===== src/rtl/tmon_host_regs.sv =====
`timescale 1ns/1ps
module tmon_host_regs #(
  parameter int NTASK = 32,
  parameter int DW    = 16
) (
  input  logic             clk,
  input  logic             clr,
  input  logic [2:0]       sel,
  input  logic             rd,
  input  logic             wr,
  input  logic [DW-1:0]    wdata,
  output logic [DW-1:0]    rdata,
  input  logic [NTASK-1:0] ovr_req,
  input  logic             intack,
  output logic             irq,
  output logic [NTASK-1:0] ack_vec,
  input  logic             id_en,
  input  logic             tf_en,
  input  logic             tf_in,
  input  logic             rdl_en,
  input  logic [DW-1:0]    rdl_data,
  output logic [DW-1:0]    wreg,
  output logic [4:0]       cmd_task,
  output logic [3:0]       cmd_code,
  output logic [1:0]       cmd_pace,
  output logic             cmd_valid,
  output logic             cmd_pend,
  input  logic             cmd_pend_clr
);
  localparam int IDW = 5;
  localparam logic [2:0] SEL_RDAT = 3'd0;
  localparam logic [2:0] SEL_WDAT = 3'd1;
  localparam logic [2:0] SEL_CMD  = 3'd2;
  localparam logic [2:0] SEL_STAT = 3'd3;

  logic [DW-1:0]  rdreg_q, wreg_q, cmd_q, status;
  logic [IDW-1:0] id_q, enc;
  logic           tf_q, irq_q, valid_q, pend_q;
  logic           cmd_wr, any_req;

  assign cmd_wr  = wr && (sel == SEL_CMD);
  assign any_req = |ovr_req;

  always_comb begin
    enc = '0;
    for (int i = NTASK - 1; i >= 0; i--)
      if (ovr_req[i]) enc = IDW'(i);
  end

  always_ff @(posedge clk) begin
    if (clr) begin
      rdreg_q <= '0;
      wreg_q  <= '0;
      cmd_q   <= '0;
      id_q    <= '0;
      tf_q    <= 1'b0;
      irq_q   <= 1'b0;
      valid_q <= 1'b0;
      pend_q  <= 1'b0;
    end else begin
      if (rdl_en) rdreg_q <= rdl_data;
      if (wr && sel == SEL_WDAT) wreg_q <= wdata;
      if (cmd_wr) cmd_q <= wdata;
      valid_q <= cmd_wr;
      if (cmd_wr) pend_q <= 1'b1;
      else if (cmd_pend_clr) pend_q <= 1'b0;
      if (id_en) id_q <= enc;
      if (tf_en) tf_q <= tf_in;
      irq_q <= intack ? 1'b0 : (irq_q | any_req);
    end
  end

  always_comb begin
    status       = '0;
    status[4:0]  = id_q;
    status[5]    = tf_q;
  end

  assign rdata     = !rd ? '0 :
                     (sel == SEL_RDAT) ? rdreg_q :
                     (sel == SEL_STAT) ? status : '0;
  assign irq       = irq_q;
  assign ack_vec   = (intack && irq_q) ? (NTASK'(1) << id_q) : '0;
  assign wreg      = wreg_q;
  assign cmd_task  = cmd_q[4:0];
  assign cmd_code  = cmd_q[8:5];
  assign cmd_pace  = cmd_q[10:9];
  assign cmd_valid = valid_q;
  assign cmd_pend  = pend_q;

  AST_CMD_PEND:   assert property (@(posedge clk) disable iff (clr) cmd_valid |-> cmd_pend);
  AST_PEND_HOLD:  assert property (@(posedge clk) disable iff (clr) (cmd_pend && !cmd_pend_clr) |=> cmd_pend);
  AST_IRQ_SET:    assert property (@(posedge clk) disable iff (clr) (any_req && !intack) |=> irq);
  AST_IRQ_HOLD:   assert property (@(posedge clk) disable iff (clr) (irq && !intack) |=> irq);
  AST_ACK_DROP:   assert property (@(posedge clk) disable iff (clr) intack |=> !irq);
  AST_ACK_ONEHOT: assert property (@(posedge clk) disable iff (clr) $onehot0(ack_vec));
  AST_ID_HOLD:    assert property (@(posedge clk) disable iff (clr) !id_en |=> $stable(status[4:0]));
  AST_STAT_HI:    assert property (@(posedge clk) disable iff (clr) (rd && sel == SEL_STAT) |-> rdata[DW-1:6] == '0);
  AST_CLR_IRQ:    assert property (@(posedge clk) clr |=> !irq && !cmd_valid && !cmd_pend);
endmodule


===== config.mk =====
export PLATFORM = sky130hd
export DESIGN_NAME = tmon_host_regs
export DESIGN_NICKNAME = d
export VERILOG_FILES = /design/src/rtl/tmon_host_regs.sv
export SDC_FILE = /design/constraint.sdc
export NUM_CORES = 1
export LEC_CHECK = 0
export BUFFER_PORTS_ARGS = -buffer_cell sky130_fd_sc_hd__buf_2
export CORE_UTILIZATION = 25
export CTS_BUF_LIST = sky130_fd_sc_hd__clkbuf_8 sky130_fd_sc_hd__clkbuf_16
export DETAILED_ROUTE_END_ITERATION = 10
export GPL_TIMING_DRIVEN = 0
export PLACE_DENSITY = 0.58
export SYNTH_ARGS = -nofsm -noshare
export SYNTH_HDL_FRONTEND = slang
export SYNTH_SLANG_ARGS = --single-unit
export TNS_END_PERCENT = 10

===== constraint.sdc =====
create_clock -name clk -period 1.3 [get_ports clk]
set_clock_uncertainty 0.1 [all_clocks]
set_input_delay 0.065 -clock clk [delete_from_list [all_inputs] [get_ports clk]]
set_output_delay 0.065 -clock clk [all_outputs]
set_load 0.01 [all_outputs]

==> flow_summary.yaml, run 1 <==
cts:
  clk_pin_slew_ps: 90
  h-tree-depth: 2
  cts_tree: "done"
  cts.path.max_buffers: 2
  clock-sinks: 52
  clk_latency_ps: 300
  numCtsBuffers: 5
  cts-root-buf: "clkbuf_8"
synthesis:
  synth_cells: 353
  synth_edf_count: 0
  synth_cell_types: 38
  synth_top_area_share_pct: 40.4
  ys_ff_latch: 52
  synth_commonest_cells: "78 x nor2_1, 66 x nand2_1, 52 x dfxtp_1, 35 x a21oi_1, 17 x mux2i_1"
  yosysSeqAreaShare_pct: 40.4
  syn_nets: 430
  yosysMostFrequentCell: "nor2_1"
  syn_avg_cell_area_um2: 7.31
  yosys_warnings: 0
  yosys_most_used_dff: "dfxtp_1"
  synth.area.top_cells: "dfxtp_1 40%, nor2_1 11%, nand2_1 9.6%, a21oi_1 6.8%, mux2i_1 6.6%"
  synthesis.area_mm2: 0.00258
  async_flop_share_pct: 0
  synth_top_area_cell: "dfxtp_1"
setup_path:
  cp-end-kind: "output pin"
  worst-path-buf-inv: 1
  reg2reg_depth: 4
  cp.required_ps: 1130
  critPathArrivalTime_ps: 1360
  start_kind: "register"
  critPathMaxFanout: 6
  worstSetupPathType: "reg -> out"
  r2r-start: "id_q[2]"
  cp_slowest_cell: "or3_4"
  path_cells: "nand2_2 -> or3_4 -> nor2_1 -> buf_2"
  worst_path_largest_cell_delay_ps: 380
  rrSetupSlack_ps: 180
  critical_path.top_delay_family: "simple AND/OR/NAND/NOR gates"
  reg2reg_to: "id_q[2]"
hold_path:
  hold_depth: 4
  hp-start: "ovr_req[2]"
  hp-class: "in -> reg"
  min_to: "id_q[2]"
die:
  rows: 36
  die_area_mm2: 0.0107
  coreArea_mm2: 0.00986
  fp.dieH_um: 104
  start_util_pct: 26.1
  num_io_pins: 155
  die_w_um: 104
drt:
  drc: 0
  drt-met1-wl_um: 3700
  ant_nets: 0
  routed-wl-met3_um: 458
  firstDrtPassIters: 4
  drtIter0Drc: 117
  route.vias.total: 3103
  routed_wl_um: 8450
  wl_per_cell_um: 12.3
  vias_per_cell: 4.50
  top_layer: "met4"
  wl_met2_um: 4170
timing:
  period_share_pct: 118
  worst_pin_slew_ps: 551
  timing.hold.ws_ps: 48.2
  fmax_ghz: 0.654
  rsz0062_at_grt: "true"
  slew_headroom_pct: 63.3
  setup_slack_ps: -228
  tns_ps: -4610
  finalSetupViolations: 35
  drv_slew: 0
  fin_crit_ps: 1530
  report.final.hold_viol_count: 0
placed_design:
  placed_cells_incl_taps: 638
  post-place-ws_ps: -367
  place_congestion: 0.795
  placed_cell_area_mm2: 0.00351
  dp_hpwl_um: 6330
  io_buffers: 152
global_route:
  grt_max_degree: 16
  grt_pass1_wl_um: 13300
  first_global_vias: 2830
  overflow: 0
  antenna_found_initial: 0
  track_usage_pct: 15.2
flow_run:
  cap_violations: 0
power:
  power_mw: 3.18
  vdd_drop_max_mv: 0.347
  leakagePower_nw: 1.94
  power_density_mw_per_mm2: 763
finish:
  layout.nets: 632
  final_core_util_pct: 42.3
  n_antenna_cell: 0
  fillerInstances: 993
  final_area_mm2: 0.00417
  instances_no_fill: 689
  drive_above_1_share_pct: 36.9
  areaGrowthSynthToFinish_pct: 61.9
status:
  status: "complete, but fails checks"
  violations: "setup timing"
-- flip-flops by register name, summed over array words and instances, names as in the netlist --
name / count
cmd_q: 11
cmd_valid: 1
irq: 1
tf_q: 1
wreg: 16
id_q: 5
rdreg_q: 16
cmd_pend: 1
-- repair_timing --
item                       in CTS  in global routing
setup endpoints to repair      46                 61
pin swaps                      10                  9
hold buffers                   36                  0
gates resized for setup        26                 21
hold endpoints to repair       46                  0
setup buffers                   4                  6
-- layout by cell type, fill, tap and decap left out, types with 4 or more instances in the layout --
cell type and n:
inv_1 7, dfxtp_4 5, nor3_1 4, nor2_1 71
mux2i_1 17, nand2b_1 5, a21oi_1 35, clkbuf_8 6
o21ai_0 4, clkbuf_1 11, buf_4 9, buf_2 153
dlygate4sd3_1 36, nand3b_1 4, nand2_1 63, nor2_2 6
dfxtp_1 46, and2_1 11
-- logic make-up after synthesis --
kind of cell | after synthesis | synth area share [%]
muxes | 17 | 6.60
AOI/OAI and AO/OA | 62 | 14.4
buffers and inverters | 25 | 3.74
and+or+nand+nor | 197 | 34.9
DFF | 52 | 40.4
-- where the power goes --
group | leakage (nW) | switching (mW) | internal (mW)
Sequential | 0.428 | 0.0318 | 1.64
Clock | 0.0486 | 0.524 | 0.426
Combinational | 1.47 | 0.274 | 0.289
Total | 1.94 | 0.830 | 2.35
-- worst reg2reg max path: cells and delay by family (launching register included) --
kind / cells / cell delay [ps]
AND/OR/NAND/NOR: 2 / 210
flip-flops: 1 / 370
buffers and inverters: 1 / 120
AO/OA/AOI/OAI: 1 / 210
-- final cells by class --
type | instances | area (um2) | share of cell area [%]
multi-input cells | 276 | 1560 | 37.4
plain buffers | 15 | 63.8 | 1.53
well taps | 133 | 166 | 3.99
clock buffers | 6 | 82.6 | 1.98
inverters | 7 | 26.3 | 0.629
flip-flops and latches | 52 | 1060 | 25.4
clock inverters | 2 | 11.3 | 0.270
repair buffers | 198 | 1200 | 28.7
-- worst max-delay path by stage --
stage,startpoint,end,slack [ps],depth (start not counted)
finish,irq,ack_vec[2],-230,4
global route,irq,ack_vec[2],-280,4
CTS,id_q[1],ack_vec[26],-250,4
detailed placement,sel[2],rdata[6],-370,5
global placement,sel[2],rdata[12],-330,5
floorplan,ovr_req[30],irq,-50,5
-- routing by layer --
layer  GRT usage [%]  vias to the layer above
met4            5.28                        0
met5               0                        -
met1            18.6                     1392
met3            3.21                       10
li1                -                     1593
met2            26.2                      108
No activity file was read; power rests on OpenSTA's default activity.
==> inputs of run 2 (changes only) <==
--- a/config.mk
+++ b/config.mk
@@ -9,7 +9,6 @@
 export CORE_UTILIZATION = 25
 export CTS_BUF_LIST = sky130_fd_sc_hd__clkbuf_8 sky130_fd_sc_hd__clkbuf_16
 export DETAILED_ROUTE_END_ITERATION = 10
-export GPL_TIMING_DRIVEN = 0
 export PLACE_DENSITY = 0.58
 export SYNTH_ARGS = -nofsm -noshare
 export SYNTH_HDL_FRONTEND = slang
==> flow_summary.yaml, run 2 (synthesis results as in run 1) <==
drt:
  routed_wl_um: 8470
  vias_per_cell: 4.46
  wl_per_cell_um: 12.2
  route.vias.total: 3087
  ant_nets: 0
  drc: 0
  firstDrtPassIters: 4
  drtIter0Drc: 104
die:
  rows: 36
  fp.dieH_um: 104
  die_w_um: 104
  start_util_pct: 26.1
  die_area_mm2: 0.0107
  num_io_pins: 155
  coreArea_mm2: 0.00986
global_route:
  track_usage_pct: 15.3
  grt_max_degree: 36
  overflow: 0
  first_global_vias: 2916
  grt_pass1_wl_um: 13600
  antenna_found_initial: 0
setup_path:
  critPathMaxFanout: 6
  start_kind: "register"
  critPathArrivalTime_ps: 1370
  worstSetupPathType: "reg -> out"
  cp_slowest_cell: "dfxtp_2"
  cp.required_ps: 1130
  worst_path_largest_cell_delay_ps: 370
  path_cells: "nand2_2 -> or3_4 -> nor2_2 -> buf_2"
  cp-end-kind: "output pin"
hold_path:
  hp-class: "in -> reg"
cts:
  clock-sinks: 52
  clk_pin_slew_ps: 90
  numCtsBuffers: 5
  h-tree-depth: 2
  clk_latency_ps: 300
  cts-root-buf: "clkbuf_8"
  cts.path.max_buffers: 2
  cts_tree: "done"
timing:
  report.final.hold_viol_count: 0
  fin_crit_ps: 1530
  slew_headroom_pct: 69.4
  period_share_pct: 118
  setup_slack_ps: -231
  fmax_ghz: 0.653
  worst_pin_slew_ps: 459
  finalSetupViolations: 34
  drv_slew: 0
  tns_ps: -4550
  timing.hold.ws_ps: 73.5
  rsz0062_at_grt: "true"
flow_run:
  cap_violations: 0
finish:
  final_common_cell: "buf_2"
  final_cell_mix: "153 x buf_2, 72 x nor2_1, 63 x nand2_1"
  drive_above_1_share_pct: 38.3
  instances_no_fill: 692
  fillerInstances: 997
  areaGrowthSynthToFinish_pct: 65.0
  n_antenna_cell: 0
  final_area_mm2: 0.00425
  layout.nets: 635
placed_design:
  dp_hpwl_um: 6220
  place_congestion: 0.756
  io_buffers: 154
  placed_cell_area_mm2: 0.00362
  placed_cells_incl_taps: 644
status:
  status: "complete, but fails checks"
  violations: "setup timing"
power:
  leakagePower_nw: 1.99
  power_density_mw_per_mm2: 806
  vdd_drop_max_mv: 0.361
[run 2: area by class of cell]
cell class | count | area [um2] | area share, %
Clock inverter | 2 | 38.8 | 0.912
Timing Repair Buffer | 216 | 1360 | 31.9
Clock buffer | 6 | 82.6 | 1.94
Sequential cell | 52 | 1060 | 24.9
Multi-Input combinational cell | 276 | 1530 | 35.9
Inverter | 7 | 26.3 | 0.618
Tap cell | 133 | 166 | 3.91
[run 2: worst max-delay path, delay by kind of cell, from the launching register on]
kind / cells / cell delay (ps)
DFF: 1 / 370
and+or+nand+nor: 3 / 560
buffers and inverters: 1 / 130
[run 2: per-layer routing]
| metal | part of all wire [%] | vias to the layer above | global-route usage [%] | wire (um) |
|---|---|---|---|---|
| met5 | 0 | - | 0 | 0 |
| met4 | 1.3 | 0 | 4.35 | 106 |
| met3 | 4.4 | 9 | 2.83 | 370 |
| met2 | 50 | 84 | 27.5 | 4210 |
| met1 | 45 | 1395 | 18.5 | 3790 |
| li1 | - | 1599 | - | - |
[run 2: power by group]
part           switching [mW]  total [mW]  internal (mW)
clock network           0.544        1.17          0.630
logic                   0.269       0.583          0.314
registers              0.0324        1.67           1.64
total                   0.845        3.43           2.59
[run 2: final timing paths]
kind,start,cells past startpoint,slack [ps],end
max,irq,4,-230,ack_vec[2]
min,ovr_req[2],4,70,id_q[2]
max reg2reg,id_q[2],3,240,id_q[2]
min reg2reg,wreg[1],2,350,wreg[1]
[run 2: through the flow]
stage	power [mW]	util [%]	setup WS, ps
3_3_place_gp	2.17	36.7	-212
2_1_floorplan	1.92	-	-54.4
4_1_cts	3.47	42.7	-232
3_5_place_dp	2.19	36.7	-253
5_1_grt	3.61	43.1	-307
6_report	3.43	43.1	-231
[run 2: what timing repair did]
action,in CTS,in global routing
pin swaps,12,2
resized for setup,22,14
endpoints found under the hold margin,47,0
setup endpoints to repair,36,39
hold buffers,37,0
buffers inserted,3,0
==> inputs of run 3 (changes only) <==
--- a/config.mk
+++ b/config.mk
@@ -6,10 +6,10 @@
 export NUM_CORES = 1
 export LEC_CHECK = 0
 export BUFFER_PORTS_ARGS = -buffer_cell sky130_fd_sc_hd__buf_2
-export CORE_UTILIZATION = 25
+export CORE_UTILIZATION = 39
 export CTS_BUF_LIST = sky130_fd_sc_hd__clkbuf_8 sky130_fd_sc_hd__clkbuf_16
 export DETAILED_ROUTE_END_ITERATION = 10
-export PLACE_DENSITY = 0.58
+export PLACE_DENSITY = 0.81
 export SYNTH_ARGS = -nofsm -noshare
 export SYNTH_HDL_FRONTEND = slang
 export SYNTH_SLANG_ARGS = --single-unit
==> flow_summary.yaml, run 3 (synthesis results as in run 1) <==
status:
  status: "complete, but fails checks"
  violations: "setup timing"
setup_path:
  cp-end-kind: "output pin"
  reg2reg_depth: 3
  critPathMaxFanout: 6
  reg2reg_to: "id_q[2]"
  worstSetupPathType: "reg -> out"
  start_kind: "register"
  r2r-start: "id_q[2]"
  rrSetupSlack_ps: 180
  critPathArrivalTime_ps: 1370
  cp.required_ps: 1130
global_route:
  grt_pass1_wl_um: 13500
  overflow: 0
  antenna_found_initial: 0
  grt_max_degree: 37
  track_usage_pct: 23.5
  first_global_vias: 3051
die:
  num_io_pins: 155
  start_util_pct: 40.6
  die_w_um: 83.3
  coreArea_mm2: 0.00635
  die_area_mm2: 0.00694
  rows: 29
  fp.dieH_um: 83.3
finish:
  layout.nets: 635
  final_cell_mix: "154 x buf_2, 66 x nor2_1, 64 x nand2_1"
  final_area_mm2: 0.00418
  drive_above_1_share_pct: 39.9
  n_antenna_cell: 0
  final_common_cell: "buf_2"
  areaGrowthSynthToFinish_pct: 61.9
  instances_no_fill: 636
power:
  power_density_mw_per_mm2: 760
  p_int_mw: 2.33
  power_frac_comb_pct: 18.5
  swShare_pct: 26.5
  leakagePower_nw: 1.98
  power.switching_mw: 0.842
  vdd_drop_max_mv: 0.624
  seq_power_share_pct: 52.9
  power_mw: 3.17
  pwr-share-clk_pct: 28.6
hold_path:
  hp-start: "id_en"
  min_to: "id_q[3]"
  hp-class: "in -> reg"
  hold_depth: 3
timing:
  report.final.hold_viol_count: 0
  setup_slack_ps: -235
  slew_headroom_pct: 67.6
  period_share_pct: 118
  fin_crit_ps: 1530
  rsz0062_at_grt: "true"
  finalSetupViolations: 36
  drv_slew: 0
  fmax_ghz: 0.651
  worst_pin_slew_ps: 486
cts:
  cts.path.max_buffers: 2
  clock-sinks: 52
  clk_latency_ps: 300
  h-tree-depth: 2
  clk_pin_slew_ps: 90
  cts-root-buf: "clkbuf_8"
  cts_tree: "done"
  numCtsBuffers: 5
drt:
  vias_per_cell: 5.02
  ant_nets: 0
  drc: 0
  firstDrtPassIters: 4
  routed_wl_um: 8400
  route.vias.total: 3194
  wl_per_cell_um: 13.2
  drtIter0Drc: 120
flow_run:
  cap_violations: 0
placed_design:
  placed_cells_incl_taps: 589
  place_congestion: 0.789
  io_buffers: 154
  placed_cell_area_mm2: 0.00356
  dp_hpwl_um: 5800
-- run 3: changes by cell type in the layout (fill, tap and decap cells not counted), moves of 2 or more --
| cell | change |
|---|---|
| dfxtp_2 | +2 |
| clkinv_2 | +2 |
| nor2_1 | -6 |
| a22oi_1 | -2 |
| a22oi_2 | +2 |
| nor2_2 | +6 |
-- run 3: through the flow --
step / TNS (ps) / setup slack (ps) / hold slack (ps) / util (%)
after floorplan: -132 / -54.4 / 37.1 / -
after global placement: -893 / -206 / 155 / 56.1
after detailed placement: -1240 / -236 / 160 / 56.1
after CTS: -5080 / -251 / 4.72 / 64.8
after global routing: -7790 / -286 / 18.3 / 65.8
final: -5430 / -235 / 10.2 / 65.8
-- run 3: worst max path at each step --
stage / startpoint / endpoint / slack (ps) / depth (start not counted)
floorplan: ovr_req[30] / irq / -50 / 5
global placement: ovr_req[30] / irq / -210 / 6
detailed placement: ovr_req[23] / id_q[2] / -240 / 6
CTS: id_q[1] / ack_vec[26] / -250 / 4
global route: id_q[1] / ack_vec[10] / -290 / 4
finish: id_q[1] / ack_vec[10] / -230 / 4
-- run 3: final cells by class --
| cell class | instances | area (um2) |
|---|---|---|
| flip-flops and latches | 52 | 1060 |
| multi-input cells | 276 | 1560 |
| fillers | 552 | 2170 |
| well taps | 77 | 96.3 |
| inverters | 7 | 26.3 |
| clock inverters | 3 | 18.8 |
| repair buffers | 216 | 1350 |
| clock buffers | 5 | 68.8 |
-- run 3: worst max-delay path: stages, from the launching register on --
cell	delay, ps
dfxtp_4	400
inv_2	50
or3_4	400
nor2_2	100
buf_2	130
-- run 3: layer usage --
layer | GRT usage (%) | vias to the layer above | wire length [um]
li1 | - | 1600 | -
met1 | 26.1 | 1457 | 3360
met2 | 44.6 | 114 | 4490
met3 | 3.28 | 23 | 350
met4 | 9.56 | 0 | 207
met5 | 0 | - | 0
-- run 3: power by group through the flow --
stage	logic, mW	registers, mW	clock network (mW)
6_report	0.587	1.68	0.907
5_1_grt	0.637	1.69	1.01
4_1_cts	0.567	1.68	0.931
3_5_place_dp	0.465	1.71	0
3_3_place_gp	0.450	1.71	0
2_1_floorplan	0.208	1.72	0
-- run 3: timing repair --
action                     4_1_cts  5_1_grt
gates cloned                     0        0
hold buffers                    37        0
hold endpoints to repair        47        0
setup endpoints to repair       37       39
resized for setup               28       15
pin swaps                        9        6
setup buffers                    1        1
